===== src/rtl/pingpong_dma_pkg.sv =====
package pingpong_dma_pkg;
    localparam int CTX_W    = 64;
    localparam int LEN_LSB  = 32;
    localparam int LAST_BIT = 63;

    localparam logic [1:0] RA_CTX_A = 2'd0;
    localparam logic [1:0] RA_CTX_B = 2'd1;
    localparam logic [1:0] RA_CTRL  = 2'd2;
    localparam logic [1:0] RA_DIAG  = 2'd3;

    localparam int CB_DIR = 0;
    localparam int CB_EN  = 1;
    localparam int CB_RST = 2;
    localparam int CB_VB  = 3;
    localparam int CB_VA  = 4;

    // ST_GAP: between bytes (freeze point); ST_FIRST/ST_SECOND: the two halves of a byte
    typedef enum logic [1:0] {ST_IDLE, ST_GAP, ST_FIRST, ST_SECOND} phase_t;
endpackage


===== src/rtl/pingpong_dma_ctxchk.sv =====
module pingpong_dma_ctxchk #(
    parameter int LEN_W      = 12,
    parameter int PAGE_BYTES = 4096,
    parameter int IN_ALIGN   = 64
) (
    input  logic [$clog2(PAGE_BYTES)-1:0] base_lo_i,
    input  logic [LEN_W-1:0]              len_i,
    input  logic                          to_mem_i,
    output logic                          bad_o,
    output logic                          empty_o
);
    localparam int PAGE_W  = $clog2(PAGE_BYTES);
    localparam int ALIGN_W = $clog2(IN_ALIGN);
    localparam int SUM_W   = ((PAGE_W > LEN_W) ? PAGE_W : LEN_W) + 1;

    logic [SUM_W-1:0] span;
    logic             crosses;
    logic             misaligned;

    always_comb begin
        span       = SUM_W'(base_lo_i) + SUM_W'(len_i);
        crosses    = span > SUM_W'(PAGE_BYTES);
        misaligned = to_mem_i && (base_lo_i[ALIGN_W-1:0] != '0);
        bad_o      = crosses || misaligned;
        empty_o    = (len_i == '0);
    end
endmodule


===== src/rtl/pingpong_dma.sv =====
module pingpong_dma
    import pingpong_dma_pkg::*;
#(
    parameter int ADDR_W     = 32,
    parameter int LEN_W      = 12,
    parameter int PAGE_BYTES = 4096,
    parameter int IN_ALIGN   = 64
) (
    input  logic              clk,
    input  logic              rst_n,
    input  logic              reg_we,
    input  logic [1:0]        reg_addr,
    input  logic [63:0]       reg_wdata,
    output logic [63:0]       reg_rdata,
    output logic              mem_req,
    output logic              mem_we,
    output logic [ADDR_W-1:0] mem_addr,
    output logic [7:0]        mem_wdata,
    input  logic [7:0]        mem_rdata,
    input  logic              mem_gnt,
    output logic              dev_out_valid,
    output logic [7:0]        dev_out_data,
    input  logic              dev_out_ready,
    input  logic              dev_in_valid,
    input  logic [7:0]        dev_in_data,
    output logic              dev_in_ready,
    output logic              dev_tc,
    output logic              irq_ctx_a,
    output logic              irq_ctx_b,
    output logic              irq_mem_err
);
    localparam int PAGE_W = $clog2(PAGE_BYTES);
    localparam int N_CTX  = 2;

    typedef struct packed {
        logic [CTX_W-1:0]  ctx_a;
        logic [CTX_W-1:0]  ctx_b;
        logic              dir;
        logic              en;
        logic              crst;
        logic              va;
        logic              vb;
        phase_t            ph;
        logic              cur;
        logic              run_dir;
        logic              run_last;
        logic [LEN_W-1:0]  left;
        logic [ADDR_W-1:0] addr;
        logic [7:0]        data;
        logic              p_a;
        logic              p_b;
        logic              p_err;
        logic              p_tc;
    } state_t;

    state_t q, d;

    logic [N_CTX-1:0][CTX_W-1:0] ctx_v;
    logic [N_CTX-1:0]            bad_v;
    logic [N_CTX-1:0]            empty_v;
    logic                        chan_rst_w;

    assign ctx_v      = {q.ctx_b, q.ctx_a};
    assign chan_rst_w = q.crst;

    for (genvar g = 0; g < N_CTX; g++) begin : g_chk
        pingpong_dma_ctxchk #(
            .LEN_W(LEN_W), .PAGE_BYTES(PAGE_BYTES), .IN_ALIGN(IN_ALIGN)
        ) u_ctxchk (
            .base_lo_i(ctx_v[g][PAGE_W-1:0]),
            .len_i    (ctx_v[g][LEN_LSB +: LEN_W]),
            .to_mem_i (q.dir),
            .bad_o    (bad_v[g]),
            .empty_o  (empty_v[g])
        );
    end

    logic             busy, cur_valid, other_valid, fin, fin_last, step;
    logic [CTX_W-1:0] cur_ctx;

    always_comb begin
        d         = q;
        d.p_a     = 1'b0;
        d.p_b     = 1'b0;
        d.p_err   = 1'b0;
        d.p_tc    = 1'b0;
        busy      = (q.ph != ST_IDLE);
        cur_ctx   = ctx_v[q.cur];
        cur_valid   = q.cur ? q.vb : q.va;
        other_valid = q.cur ? q.va : q.vb;
        fin       = 1'b0;
        fin_last  = 1'b0;
        step      = 1'b0;

        // software side
        if (reg_we) begin
            unique case (reg_addr)
                RA_CTX_A: if (!(busy && !q.cur)) d.ctx_a = reg_wdata;
                RA_CTX_B: if (!(busy && q.cur))  d.ctx_b = reg_wdata;
                RA_CTRL: begin
                    d.dir  = reg_wdata[CB_DIR];
                    d.en   = reg_wdata[CB_EN];
                    d.crst = reg_wdata[CB_RST];
                    d.vb   = reg_wdata[CB_VB];
                    d.va   = reg_wdata[CB_VA];
                end
                default: ;
            endcase
        end

        // engine side
        unique case (q.ph)
            ST_IDLE: begin
                if (q.en && !q.crst) begin
                    if (cur_valid) begin
                        if (bad_v[q.cur]) begin
                            d.p_err = 1'b1;
                            d.en    = 1'b0;
                            if (q.cur) d.vb = 1'b0;
                            else       d.va = 1'b0;
                        end else if (empty_v[q.cur]) begin
                            fin      = 1'b1;
                            fin_last = cur_ctx[LAST_BIT];
                        end else begin
                            d.ph       = ST_GAP;
                            d.left     = cur_ctx[LEN_LSB +: LEN_W];
                            d.addr     = cur_ctx[ADDR_W-1:0];
                            d.run_dir  = q.dir;
                            d.run_last = cur_ctx[LAST_BIT];
                        end
                    end else if (other_valid) begin
                        d.cur = ~q.cur;
                    end
                end
            end
            ST_GAP: if (q.en) d.ph = ST_FIRST;
            ST_FIRST: begin
                if (!q.run_dir && mem_gnt) begin
                    d.data = mem_rdata;
                    d.ph   = ST_SECOND;
                end else if (q.run_dir && dev_in_valid) begin
                    d.data = dev_in_data;
                    d.ph   = ST_SECOND;
                end
            end
            ST_SECOND: begin
                step = q.run_dir ? mem_gnt : dev_out_ready;
                if (step) begin
                    d.left = q.left - 1'b1;
                    d.addr = q.addr + 1'b1;
                    if (q.left == LEN_W'(1)) begin
                        fin      = 1'b1;
                        fin_last = q.run_last;
                    end else begin
                        d.ph = ST_GAP;
                    end
                end
            end
        endcase

        if (fin) begin
            d.ph   = ST_IDLE;
            d.p_a  = !q.cur;
            d.p_b  = q.cur;
            d.p_tc = fin_last;
            if (q.cur) d.vb = 1'b0;
            else       d.va = 1'b0;
            d.cur  = ~q.cur;
        end

        if (q.crst) begin
            d.va    = 1'b0;
            d.vb    = 1'b0;
            d.left  = '0;
            d.ph    = ST_IDLE;
            d.cur   = 1'b0;
            d.p_a   = 1'b0;
            d.p_b   = 1'b0;
            d.p_err = 1'b0;
            d.p_tc  = 1'b0;
        end
    end

    always_ff @(posedge clk or negedge rst_n) begin
        if (!rst_n) q <= '0;
        else        q <= d;
    end

    always_comb begin
        unique case (reg_addr)
            RA_CTX_A: reg_rdata = q.ctx_a;
            RA_CTX_B: reg_rdata = q.ctx_b;
            RA_CTRL:  reg_rdata = 64'({q.va, q.vb, q.crst, q.en, q.dir});
            default:  reg_rdata = 64'({q.left, q.en && busy, q.cur});
        endcase
    end

    assign mem_req       = ((q.ph == ST_FIRST) && !q.run_dir) || ((q.ph == ST_SECOND) && q.run_dir);
    assign mem_we        = (q.ph == ST_SECOND) && q.run_dir;
    assign mem_addr      = q.addr;
    assign mem_wdata     = q.data;
    assign dev_out_valid = (q.ph == ST_SECOND) && !q.run_dir;
    assign dev_out_data  = q.data;
    assign dev_in_ready  = (q.ph == ST_FIRST) && q.run_dir;
    assign dev_tc        = q.p_tc;
    assign irq_ctx_a     = q.p_a;
    assign irq_ctx_b     = q.p_b;
    assign irq_mem_err   = q.p_err;
endmodule


===== config.mk =====
export PLATFORM = sky130hd
export DESIGN_NAME = pingpong_dma
export DESIGN_NICKNAME = d
export VERILOG_FILES = /design/src/rtl/pingpong_dma_pkg.sv /design/src/rtl/pingpong_dma_ctxchk.sv /design/src/rtl/pingpong_dma.sv
export SDC_FILE = /design/constraint.sdc
export NUM_CORES = 1
export LEC_CHECK = 0
export BUFFER_PORTS_ARGS = -buffer_cell sky130_fd_sc_hd__buf_4
export CAP_MARGIN = 20
export CORE_ASPECT_RATIO = 0.5
export CORE_MARGIN = 5
export CORE_UTILIZATION = 45
export DETAILED_ROUTE_END_ITERATION = 7
export GPL_TIMING_DRIVEN = 0
export PLACE_DENSITY = 0.78
export RECOVER_POWER = 25
export SYNTH_ARGS = -nofsm -noshare
export SYNTH_HDL_FRONTEND = slang
export SYNTH_SLANG_ARGS = --single-unit
export TNS_END_PERCENT = 10

===== constraint.sdc =====
create_clock -name clk -period 9.1 [get_ports clk]
set_input_delay 0.91 -clock clk [delete_from_list [all_inputs] [get_ports clk]]
set_output_delay 0.91 -clock clk [all_outputs]
set_load 0.03 [all_outputs]

=== Yosys cells after proc, flatten, opt, wreduce, memory -nomap -nowiden ===
Cells that the tools add are included.

* Register bits after elaboration: 194
* Logic and storage cells: 161

* Add/subtract/negate cells: 4
* Magnitude comparators: 3
* Equal/unequal tests: 25
* Mux-type cells: 66
* Bitwise logic cells: 5
* Reduce and logical (&&, ||, !) cells: 40

{| class="wikitable"
|+ Operators with widths
! kind !! count
|-
| case mux 64 bit (3 select lines) || 1
|-
| 2-to-1 mux 46 bit || 3
|-
| 2-to-1 mux 64 bit || 2
|-
| case mux 44 bit (2 select lines) || 1
|-
| 2-to-1 mux 51 bit || 1
|-
| 2-to-1 mux 44 bit || 1
|-
| 2-to-1 mux 1 bit || 34
|-
| adder 32 x 1 -> 32 bit, second input constant || 1
|-
| inequality test 4 bit, second input constant || 7
|-
| adder 12 x 12 -> 13 bit || 2
|-
| greater-than comparator 13 bit, second input constant || 2
|-
| logical NOT 12 bit || 2
|-
| 2-to-1 mux 2 bit || 10
|-
| 2-to-1 mux 4 bit || 4
|-
| 2-to-1 mux 8 bit || 2
|-
| inequality test 3 bit, second input constant || 5
|-
| == test 12 x 1 -> 1 bit, second input constant || 1
|-
| logical AND 1 bit || 12
|-
| 2-to-1 mux 12 bit || 1
|-
| AND reduction 6 bit || 2
|-
| nonzero test 3 bit || 4
|-
| nonzero test 6 bit || 2
|-
| subtractor 12 x 1 -> 12 bit, second input constant || 1
|-
| 2-to-1 mux 5 bit || 2
|-
| 19 further kinds || 40
|}

=== Logic depth before layout (Yosys ltp) ===
Gate-level depths: netlist of the first run.

* Depth in word-level cells: 12
* Mapped depth: 14
* Gate-level depth less buffers: 12

=== Modules after synthesis ===
A second synthesis of the first run with hierarchy kept.

* Cell total of the unflattened synthesis: 1155
* Area, all modules: 12116.6 um^2

{| class="wikitable"
|+ Modules (own cells, without submodules)
! module !! instances !! cells an instance !! area an instance (um^2) !! sequential area each (um^2)
|-
| pingpong_dma || 1 || 1005 || 10938.0 || 4854.7
|-
| pingpong_dma_ctxchk || 2 || 75 || 589.3 || 0.0
|}

=== Worst setup path before layout of the first run ===
Ideal clock, no wire load.

* Path type: input to output
* Start point: in reg_addr[0]
* End point: out reg_rdata[10]
* Arrival: 2.768 ns
* Data required time: 8.190 ns
* Slack: 5.422 ns
* Stages on the path: 5
* Path buffers: 3
* Cell sequence: clkbuf_1 -> clkbuf_1 -> clkbuf_1 -> mux2i_1 -> o21ai_0

* Longest elaborated chain between the ends: 2
* Elaborated cells between the ends (all ways): 4

{| class="wikitable"
|+ Ends and longest elaborated chain
! what !! line !! source
|-
| start, declared || pingpong_dma.sv:12 || <nowiki>input logic [1:0] reg_addr,</nowiki>
|-
| == test 2 bit (tied with other cells) || pingpong_dma.sv:190 || <nowiki>unique case (reg_addr)</nowiki>
|-
| case mux 64 bit (3 select lines) (*) || pingpong_dma.sv:190 ||
|-
| end, declared || pingpong_dma.sv:14 || <nowiki>output logic [63:0] reg_rdata,</nowiki>
|}

Mark *: on every way between the ends. The rest lies on a longest branch, timed or not.

==> run metrics, run 1 <==
Post-Syn Area per Cell=around 10 um^2; Final setup viols=0; critical path depth in cells=1; largest net degree at the start of global routing=~120; synth top area cells=dfrtp_1 (40%), mux2_2 (14%), mux2i_1 (8.7%), ha_1 (3.3%), buf_4 (3.1%); Critical Path RT=between 8 and 9 ns; ANT cells=0; post-synthesis async set-or-reset flop share=100%; hold path depth=1; most frequent cell after synthesis=dfrtp_1; share of cells above drive strength 1=~34%; Seq/Total Area, Yosys=between 40% and 50%; Core Area=0.0264 mm^2; Period minus WS final=between 4 and 5 ns; Nets=between 1500 and 2000; setup bufs post-CTS=0; Post-Syn Area=roughly 0.012 mm^2; Area Overhead vs Synth=21.3%; Max stage delay on crit path=3.05 ns; Lkg Pwr=roughly 0.0065 uW; critical path type=input pin to asynchronous set/reset pin; total grt overflow=0; Ports=208; CTS Sinks=around 190; Primary FF master, synth=dfrtp_1; sequence of cells on the critical path=clkbuf_1; Worst Tran Pin Value=between 4 and 5 ns; Placer Congestion=about 0.94; top cell type by total area after synthesis=dfrtp_1; Max FO, Critical Path=81; drt pass-1 iters=5; cells on worst reg2reg path=13; Final Routed Wirelength=between 40000 and 50000 um; Worst EP arrival=approximately 4.1 ns; Synth top area share=around 40%; Skew-Pair Late Insertion Delay=0.46 ns; Synthesis Warnings=0; global-route usage over all layers=26.1%; wire per inst=between 20 and 25 um; TritonCTS Buffers=17; CTS tree=yes; CTS clk-pin slew, worst paths=0.07 ns; Worst path slowest cell=clkbuf_1; Distinct cells, synth=81; PwrDens=roughly 220 mW/mm^2; H-tree Lvls=4; clk_skew=0.0103 ns; number of port buffers=a little over 200; Design Power=3160 uW; Initial Util=45.6%; sw frac=38.6%; VDD IR-drop max=about 0.00011 V; RSZ-0062 raised after global routing=no; Max-cap violations=1; HP Class=register to register; Synth Net Count=1297; vias in the first global route=around 10000; endpoints failing hold=0; Iteration-0 DRC Markers=~1100; vias per cell=6.03; status=finished with violations; Worst Setup End Kind=asynchronous set/reset pin; failing checks=capacitance limit, slew limit; first-pass GRT wire length=61500 um; post-CTS resize count=0; die width=~240 um; hold buffers post-CTS=0; WP buf/inv=1; site row count=42; antenna violations before repair=0; register bit total from synthesis=about 190; clock buffer depth=2; Clock power frac=between 20% and 30%; fin. max-slew vios=between 80 and 90; CP Launch Type=input pin; net switching power=about 1200 uW; hpwl dp=30800 um; cell-internal power=between 1500 and 2000 uW; CTS root buf=clkbuf_16; commonest cells in the synthesized netlist=dfrtp_1 (194), mux2_2 (150), mux2i_1 (104); fmax=~220 MHz; Die Ht=126 um; remaining antenna violation count after routing=0; Top Family by Delay on Critical Path=buffers and inverters; Setup TNS=0 ns; Post-synth EDFFs=0; combinational group share of total power=between 30% and 40%; Cells after Synth=about 1200; sequential power share=between 30% and 40%; drc violations=0; final worst path period share=between 40% and 50%; DIE AREA=0.0303 mm^2; Via Count=10634; Rel. slew slack=-197%
## cell usage in the layout (no fill, tap or decap), types with 8 or more instances in the layout
cell type / instances
mux2_2: 150
clkbuf_16: 17
ha_1: 32
nor3_1: 23
clkbuf_1: 53
o22ai_1: 19
inv_1: 26
a22o_1: 9
o21a_1: 10
mux2i_1: 104
buf_4: 255
buf_2: 8
o21ai_0: 66
a21oi_1: 45
a31oi_1: 10
dfrtp_1: 194
nor2_1: 92
o32a_1: 10
or4_1: 10
nand4_1: 14
nand2_1: 76
nand3_1: 21
## power groups by stage
| stage | clock, uW | sequential, uW | combinational [uW] |
|---|---|---|---|
| global route | 781 | 1250 | 1290 |
| floorplan | 0 | 1160 | 830 |
| global placement | 0 | 1220 | 1160 |
| finish | 735 | 1230 | 1190 |
| CTS | 740 | 1220 | 1190 |
| detailed placement | 0 | 1240 | 1180 |
## metal layers
metal  GRT usage, %  part of all wire (%)  wire length (um)  vias to the layer above
li1               -                     -                 -                     4727
met1           36.4                    43             17400                     5368
met2           40.9                    46             18600                      471
met3           5.48                   7.2              2870                       68
met4           8.98                   3.0              1220                        0
met5              0                     0                 0                        -
## logic make-up after synthesis
family	Yosys count	share of synthesized area, %
AO/OA/AOI/OAI	248	14.1
flip-flops	194	40.3
adder cells (fa/ha/maj)	34	3.66
XOR/XNOR	7	0.510
multiplexers	258	23.4
AND/OR/NAND/NOR	293	11.8
buffers and inverters	141	6.11
## layout make-up
type / count / area, um^2
fill: 2318 / 11800
multi-input combinational: 840 / 6440
sequential: 194 / 4850
timing repair buffer: 207 / 1570
buffer: 115 / 638
clock buffer: 20 / 447
tap: 352 / 440
clock inverter: 10 / 101
inverter: 26 / 97.6
## worst paths after layout
kind	from	end	slack (ns)
max	rst_n	q[64]	4.57
min reg2reg	ctx_v[122]	ctx_v[122]	0.51
min in group asynchronous	rst_n	ctx_v[55]	2.00
max in group clk	ctx_v[32]	mem_addr[0]	4.73
max reg2reg	ctx_v[32]	mem_addr[0]	4.73
min	ctx_v[122]	ctx_v[122]	0.51
## sequential cells by signal, indices dropped and copies added, names as in the netlist
signal and flops:
dev_out_data 8, irq_ctx_a 1, chan_rst_w 1, q 21, irq_mem_err 1, mem_addr 32, irq_ctx_b 1, ctx_v 128
dev_tc 1
## metrics by stage
step	util [%]	setup slack, ns	area [um^2]	hold WS (ns)	instances
finish	55.3	4.57	14600	0.509	1764
global route	55.3	3.65	14600	0.527	1764
CTS	55.4	4.77	14600	0.442	1764
detailed placement	53.3	4.79	14100	0.493	1734
global placement	53.1	4.86	14000	0.487	1733
floorplan	-	5.42	12000	0.474	1175
## worst register-to-register path, stage by stage (launching register included)
cell and delay [ns]:
dfrtp_1 0.46, ha_1 0.26, fa_1 0.43, a211oi_1 0.31, o21ai_1 0.18, a311oi_1 0.30
o221a_2 0.23, o2111ai_1 0.17, nor4b_2 0.52, nor2_2 0.17, o31ai_4 0.54, buf_2 0.37
nand3_1 0.14, o211ai_1 0.20
Power figures use the tool's default switching activity.
==> run 2, diff against run 1 <==
Clock period 9.1 ns to 4.3 ns, I/O delays scaled along.
==> run 2 against run 1 <==
  * The run still ends with capacitance limit, slew limit left
  * First-iteration DRC count is 2.3% lower
  * Setup slack worse by 4.4 ns
  * Clock-buffer cell count stayed put
  * Worst hold slack worse by 0.30 ns
  * Clock power is 110% higher
  * Critical path type is now register to register
==> run metrics, run 2 (synthesis gave the netlist of run 1 again) <==
total grt overflow=0 (unchanged); Max-cap violations=1 (unchanged); Core Area=0.0264 mm^2 (unchanged); Final Non-Filler Cells=1767 (+0.17%); share of cells above drive strength 1=31.5% (-2.0 points); antenna violations before repair=0 (unchanged); Lkg Pwr=0.00635 uW (-1.7%); final worst path period share=between 90 and 100%; Critical Path RT=4.65 ns (-3.97 ns); critical path type=register to register; Period minus WS final=between 4 and 5 ns; design area=0.0145 mm^2 (-0.49%); Rel. slew slack=-39.0% (+160 points); PnR worst setup slack=0.174 ns (-4.40 ns); first-pass GRT wire length=61600 um (about the same); CTS root buf=clkbuf_16; endpoints failing hold=0 (unchanged); Nets=1526 (+0.20%); failing checks=capacitance limit, slew limit; Max FO, Critical Path=10 (-88%); Worst Setup End Kind=register; clk_skew=0.00929 ns (-0.00100 ns); CTS tree=yes; PwrDens=457 mW/mm^2 (+110%); placed cell count=1734 (unchanged); Design Power=6640 uW (+110%); TritonCTS Buffers=17 (unchanged); Placer Congestion=0.941 (unchanged); ANT cells=0 (unchanged); Via Count=10630 (-0.038%); Post-Place Setup Slack=-0.00771 ns (-4.80 ns); number of port buffers=206 (unchanged); Final Routed Wirelength=40200 um (+0.16%); vias in the first global route=10411 (+0.077%); status=finished with violations; CTS clk-pin slew, worst paths=0.07 ns (about the same); Hold Slack=0.211 ns (-0.298 ns); Worst EP arrival=4.48 ns (+0.43 ns); hpwl dp=30800 um (unchanged); drc violations=0 (unchanged); max FFs per register=128 (unchanged); layout filler cell count=2345 (+1.2%); Skew-Pair Late Insertion Delay=0.46 ns (about the same); largest net degree at the start of global routing=115 (unchanged); H-tree Lvls=4 (unchanged); drt pass-1 iters=5 (unchanged); global-route usage over all layers=26.2% (about the same); fmax=~240 MHz; vias per cell=6.02 (-0.21%); Worst Tran Pin Value=2.09 ns (-2.36 ns); Final setup viols=0 (unchanged); Ports=208 (unchanged); CTS Sinks=194 (unchanged); VDD IR-drop max=0.000235 V (+110%); site row count=42 (unchanged); remaining antenna violation count after routing=0 (unchanged); RSZ-0062 raised after global routing=no; fin. max-slew vios=81 (unchanged); die width=241 um (unchanged); most frequent cells in the layout=buf_4 (222), dfrtp_1 (194), mux2_2 (150); DIE AREA=0.0303 mm^2 (unchanged); Placed Area=0.0141 mm^2 (unchanged); Iteration-0 DRC Markers=1077 (-2.3%); clock buffer depth=2 (unchanged); CP Launch Type=register; Initial Util=45.6% (unchanged); wire per inst=22.8 um (about the same); Die Ht=126 um (unchanged); commonest non-fill, non-tap cell in the layout=buf_4; HP Class=input pin to register; Area Overhead vs Synth=20.7%
[run 2: repair_timing]
item	in CTS	in global routing
gates resized for setup	0	6
pin swaps	1	2
buffers inserted	0	2
hold buffers	1	0
endpoints found under the setup margin	1	42
endpoints found under the hold margin	40	0
[run 2: where the power goes]
part           total (uW)  switching (uW)  leakage, uW  internal, uW
logic                2480            1400      0.00371          1080
registers            2610             443      0.00238          2170
clock network        1550             736     0.000265           815
[run 2: worst paths after layout]
| check | to | depth (start not counted) | startpoint | slack, ns |
|---|---|---|---|---|
| worst max-delay path | q[52] | 13 | ctx_v[96] | 0.17 |
| worst min-delay path | ctx_v[86] | 2 | reg_wdata[22] | 0.21 |
| worst max register to register | q[52] | 13 | ctx_v[96] | 0.17 |
| worst min register to register | ctx_v[52] | 1 | ctx_v[52] | 0.51 |
| max in group asynchronous | q[50] | 3 | rst_n | 1.80 |
| min in group asynchronous | ctx_v[55] | 2 | rst_n | 1.08 |
[run 2: layer usage]
layer,track usage (%),vias up,wire (um)
met1,36.4,5320,17300
met5,0,-,0
li1,-,4737,-
met2,40.9,491,18700
met4,8.98,0,1220
met3,5.48,82,3040
[run 2: area by class of cell]
cell class / instances / area [um^2] / share of cell area [%]
buffer: 115 / 639 / 4.40
sequential: 194 / 4850 / 33.4
clock inverter: 10 / 101 / 0.698
multi-input combinational: 840 / 6470 / 44.5
inverter: 26 / 97.6 / 0.672
tap: 352 / 440 / 3.03
timing repair buffer: 210 / 1470 / 10.1
clock buffer: 20 / 447 / 3.08
[run 2: through the flow]
stage | setup TNS [ns] | util [%]
final | 0 | 55.0
after CTS | 0 | 55.4
after detailed placement | -0.00771 | 53.3
after global routing | 0 | 55.0
after global placement | 0 | 53.1
after floorplan | 0 | -
[run 2: critical path, cell delays in order, from the launching register on]
cell and delay [ns]:
dfrtp_1 0.49, ha_1 0.27, fa_1 0.45, a211oi_4 0.33, o211ai_1 0.26, a2111oi_2 0.47
or3b_1 0.18, nor4_2 0.04, a211o_2 0.36, o21bai_2 0.28, or3_4 0.22, buf_2 0.28
o21ai_0 0.15, a32o_1 0.22
==> run 3, diff against run 2 <==
Settings changed: RECOVER_POWER 25 to 50.
==> run 3 against run 2 <==
  * The run still ends with capacitance limit, slew limit left
  * Worst hold slack improved by 0.00062 ns
  * Cell count did not move
  * Combinational power about the same
  * Clock-buffer cell count unchanged
  * Critical path depth stayed put
  * Non-clock buffer count is the same
  * Via count decreased by 0.63%
  * Clock skew fell by 0.00081 ns
  * Die area is the same
  * Critical path type unchanged
==> run metrics, run 3 (synthesis gave the netlist of run 1 again) <==
status=finished with violations; failing checks=capacitance limit, slew limit; largest net degree at the start of global routing=115 (unchanged); Via Count=10563 (-0.63%); Rel. slew slack=-40.2% (-1.2 points); HP Class=input pin to register; sw frac=38.9% (+0.057 points); net switching power=2580 uW (about the same); drc violations=0 (unchanged); design area=0.0145 mm^2 (about the same); Worst Tran Pin Value=2.10 ns (+0.0177 ns); fmax=243 MHz (+0.18%); cell-internal power=4050 uW (-0.20%); commonest non-fill, non-tap cell in the layout=buf_4; most frequent cells in the layout=buf_4 (204), dfrtp_1 (194), mux2_2 (150); H-tree Lvls=4 (unchanged); remaining antenna violation count after routing=0 (unchanged); Max FO, Critical Path=10 (unchanged); PwrDens=457 mW/mm^2 (about the same); R2R Path End=q[52]; Lkg Pwr=0.00634 uW (-0.24%); Placed Area=0.0141 mm^2 (unchanged); total grt overflow=0 (unchanged); die width=241 um (unchanged); Max-cap violations=1 (unchanged); Worst EP arrival=4.47 ns (about the same); layout filler cell count=2347 (+0.085%); CP Launch Type=register; vias per cell=5.98 (-0.63%); Initial Util=45.6% (unchanged); cells on worst reg2reg path=13 (unchanged); placed cell count=1734 (unchanged); hpwl dp=30800 um (unchanged); R2R Setup Slk=0.18 ns (about the same); antenna violations before repair=0 (unchanged); site row count=42 (unchanged); Worst Setup End Kind=register; sequence of cells on the critical path=ha_1 -> fa_1 -> a211oi_4 -> o211ai_1 -> a2111oi_2 -> or3b_1 -> nor4_2 -> a211o_2 -> o21bai_2 -> or3_4 -> buf_2 -> o21ai_0 -> a32o_1; worst r2r src=ctx_v[96]; combinational group share of total power=37.3% (about the same); Setup TNS=0 ns (unchanged); CTS Sinks=194 (unchanged); endpoints failing hold=0 (unchanged); PnR worst setup slack=0.181 ns (+0.00755 ns); wire per inst=22.7 um (-0.11%); Final Non-Filler Cells=1767 (unchanged); fin. max-slew vios=81 (unchanged); Area Overhead vs Synth=20.6% (about the same); first-pass GRT wire length=61600 um (unchanged); Clock power frac=23.4% (about the same); share of cells above drive strength 1=31.4% (-0.14 points); Post-Place Setup Slack=-0.00771 ns (unchanged); Nets=1526 (unchanged); global-route usage over all layers=26.2% (unchanged); crit path from=ctx_v[96]; Critical Path RT=4.65 ns (about the same); Worst path slowest cell=dfrtp_1; Hold Slack=0.211 ns (+0.000625 ns); min-delay src=reg_wdata[51]; TritonCTS Buffers=17 (unchanged); CTS clk-pin slew, worst paths=0.07 ns (about the same); drt pass-1 iters=5 (unchanged); Ports=208 (unchanged); max FFs per register=128 (unchanged); clk_skew=0.00847 ns (-0.000814 ns); clock buffer depth=2 (unchanged); Core Area=0.0264 mm^2 (unchanged); Final Routed Wirelength=40200 um (-0.11%); hold endpoint=ctx_v[115]; Period minus WS final=4.12 ns (-0.00755 ns); Final setup viols=0 (unchanged); Iteration-0 DRC Markers=1043 (-3.2%); ANT cells=0 (unchanged); VDD IR-drop max=0.000234 V (-0.44%); critical path type=register to register; Skew-Pair Late Insertion Delay=0.46 ns (about the same); vias in the first global route=10411 (unchanged); Die Ht=126 um (unchanged); CTS root buf=clkbuf_16; sequential power share=39.3% (about the same); RSZ-0062 raised after global routing=no; DIE AREA=0.0303 mm^2 (unchanged); hold path depth=2 (unchanged); final worst path period share=95.8% (-0.18 points); CTS tree=yes; Max stage delay on crit path=0.50 ns (about the same); number of port buffers=206 (unchanged); Placer Congestion=0.941 (unchanged)
==> run 3: changes by cell type in the layout (fill, tap and decap cells not counted) <==
cell / previous run / this run
clkbuf_1: 84 / 86
clkbuf_4: 2 / 18
buf_4: 222 / 204
and2_1: 4 / 3
and2_0: 1 / 2
==> run 3: final cells by class <==
type | count | area [um^2] | share of cell area [%]
plain buffers | 115 | 639 | 4.41
clock buffers | 20 | 447 | 3.08
clock inverters | 10 | 101 | 0.698
inverters | 26 | 97.6 | 0.672
multi-input cells | 840 | 6470 | 44.6
flip-flops and latches | 194 | 4850 | 33.5
well taps | 352 | 440 | 3.03
repair buffers | 210 | 1470 | 10.1
==> run 3: worst max path at each step <==
stage	endpoint	slack, ns
5_1_grt	q[52]	0.007
4_1_cts	mem_addr[0]	0.01
3_5_place_dp	mem_addr[0]	-0.008
6_report	q[52]	0.18
3_3_place_gp	mem_addr[0]	0.06
2_1_floorplan	q[47]	0.81
==> run 3: routing by layer <==
metal | vias to the layer above | track usage [%] | part of all wire (%)
met5 | - | 0 | 0
met4 | 0 | 8.98 | 3.0
met3 | 72 | 5.48 | 7.3
met2 | 450 | 40.9 | 46
met1 | 5314 | 36.4 | 43
li1 | 4727 | - | -
==> run 3: through the flow <==
stage / utilization (%) / total power (uW)
CTS: 55.4 / 6670
global route: 55.0 / 6970
floorplan: - / 4200
finish: 55.0 / 6640
detailed placement: 53.3 / 5120
global placement: 53.1 / 5060
==> run 3: worst max-delay path, delay by kind of cell, from the launching register on <==
kind	cells	cell delay [ns]
buffers and inverters	1	0.27
AND/OR/NAND/NOR	3	0.43
adder cells (fa/ha/maj)	2	0.73
flip-flops	1	0.50
AO/OA/AOI/OAI	7	2.07
==> run 3: what timing repair did <==
| item | CTS | global route |
|---|---|---|
| hold buffers | 1 | 0 |
| endpoints found under the hold margin | 40 | 0 |
| pin swaps | 1 | 2 |
| gates resized for setup | 0 | 6 |
| buffers inserted | 0 | 2 |
| setup endpoints to repair | 1 | 42 |
| cloned | 0 | 0 |
==> run 3: power groups by stage <==
stage          Clock (uW)  Sequential [uW]  Combinational, uW
2_1_floorplan           0             2450               1760
3_3_place_gp            0             2590               2460
3_5_place_dp            0             2620               2500
4_1_cts              1570             2590               2520
5_1_grt              1650             2640               2680
6_report             1550             2610               2470
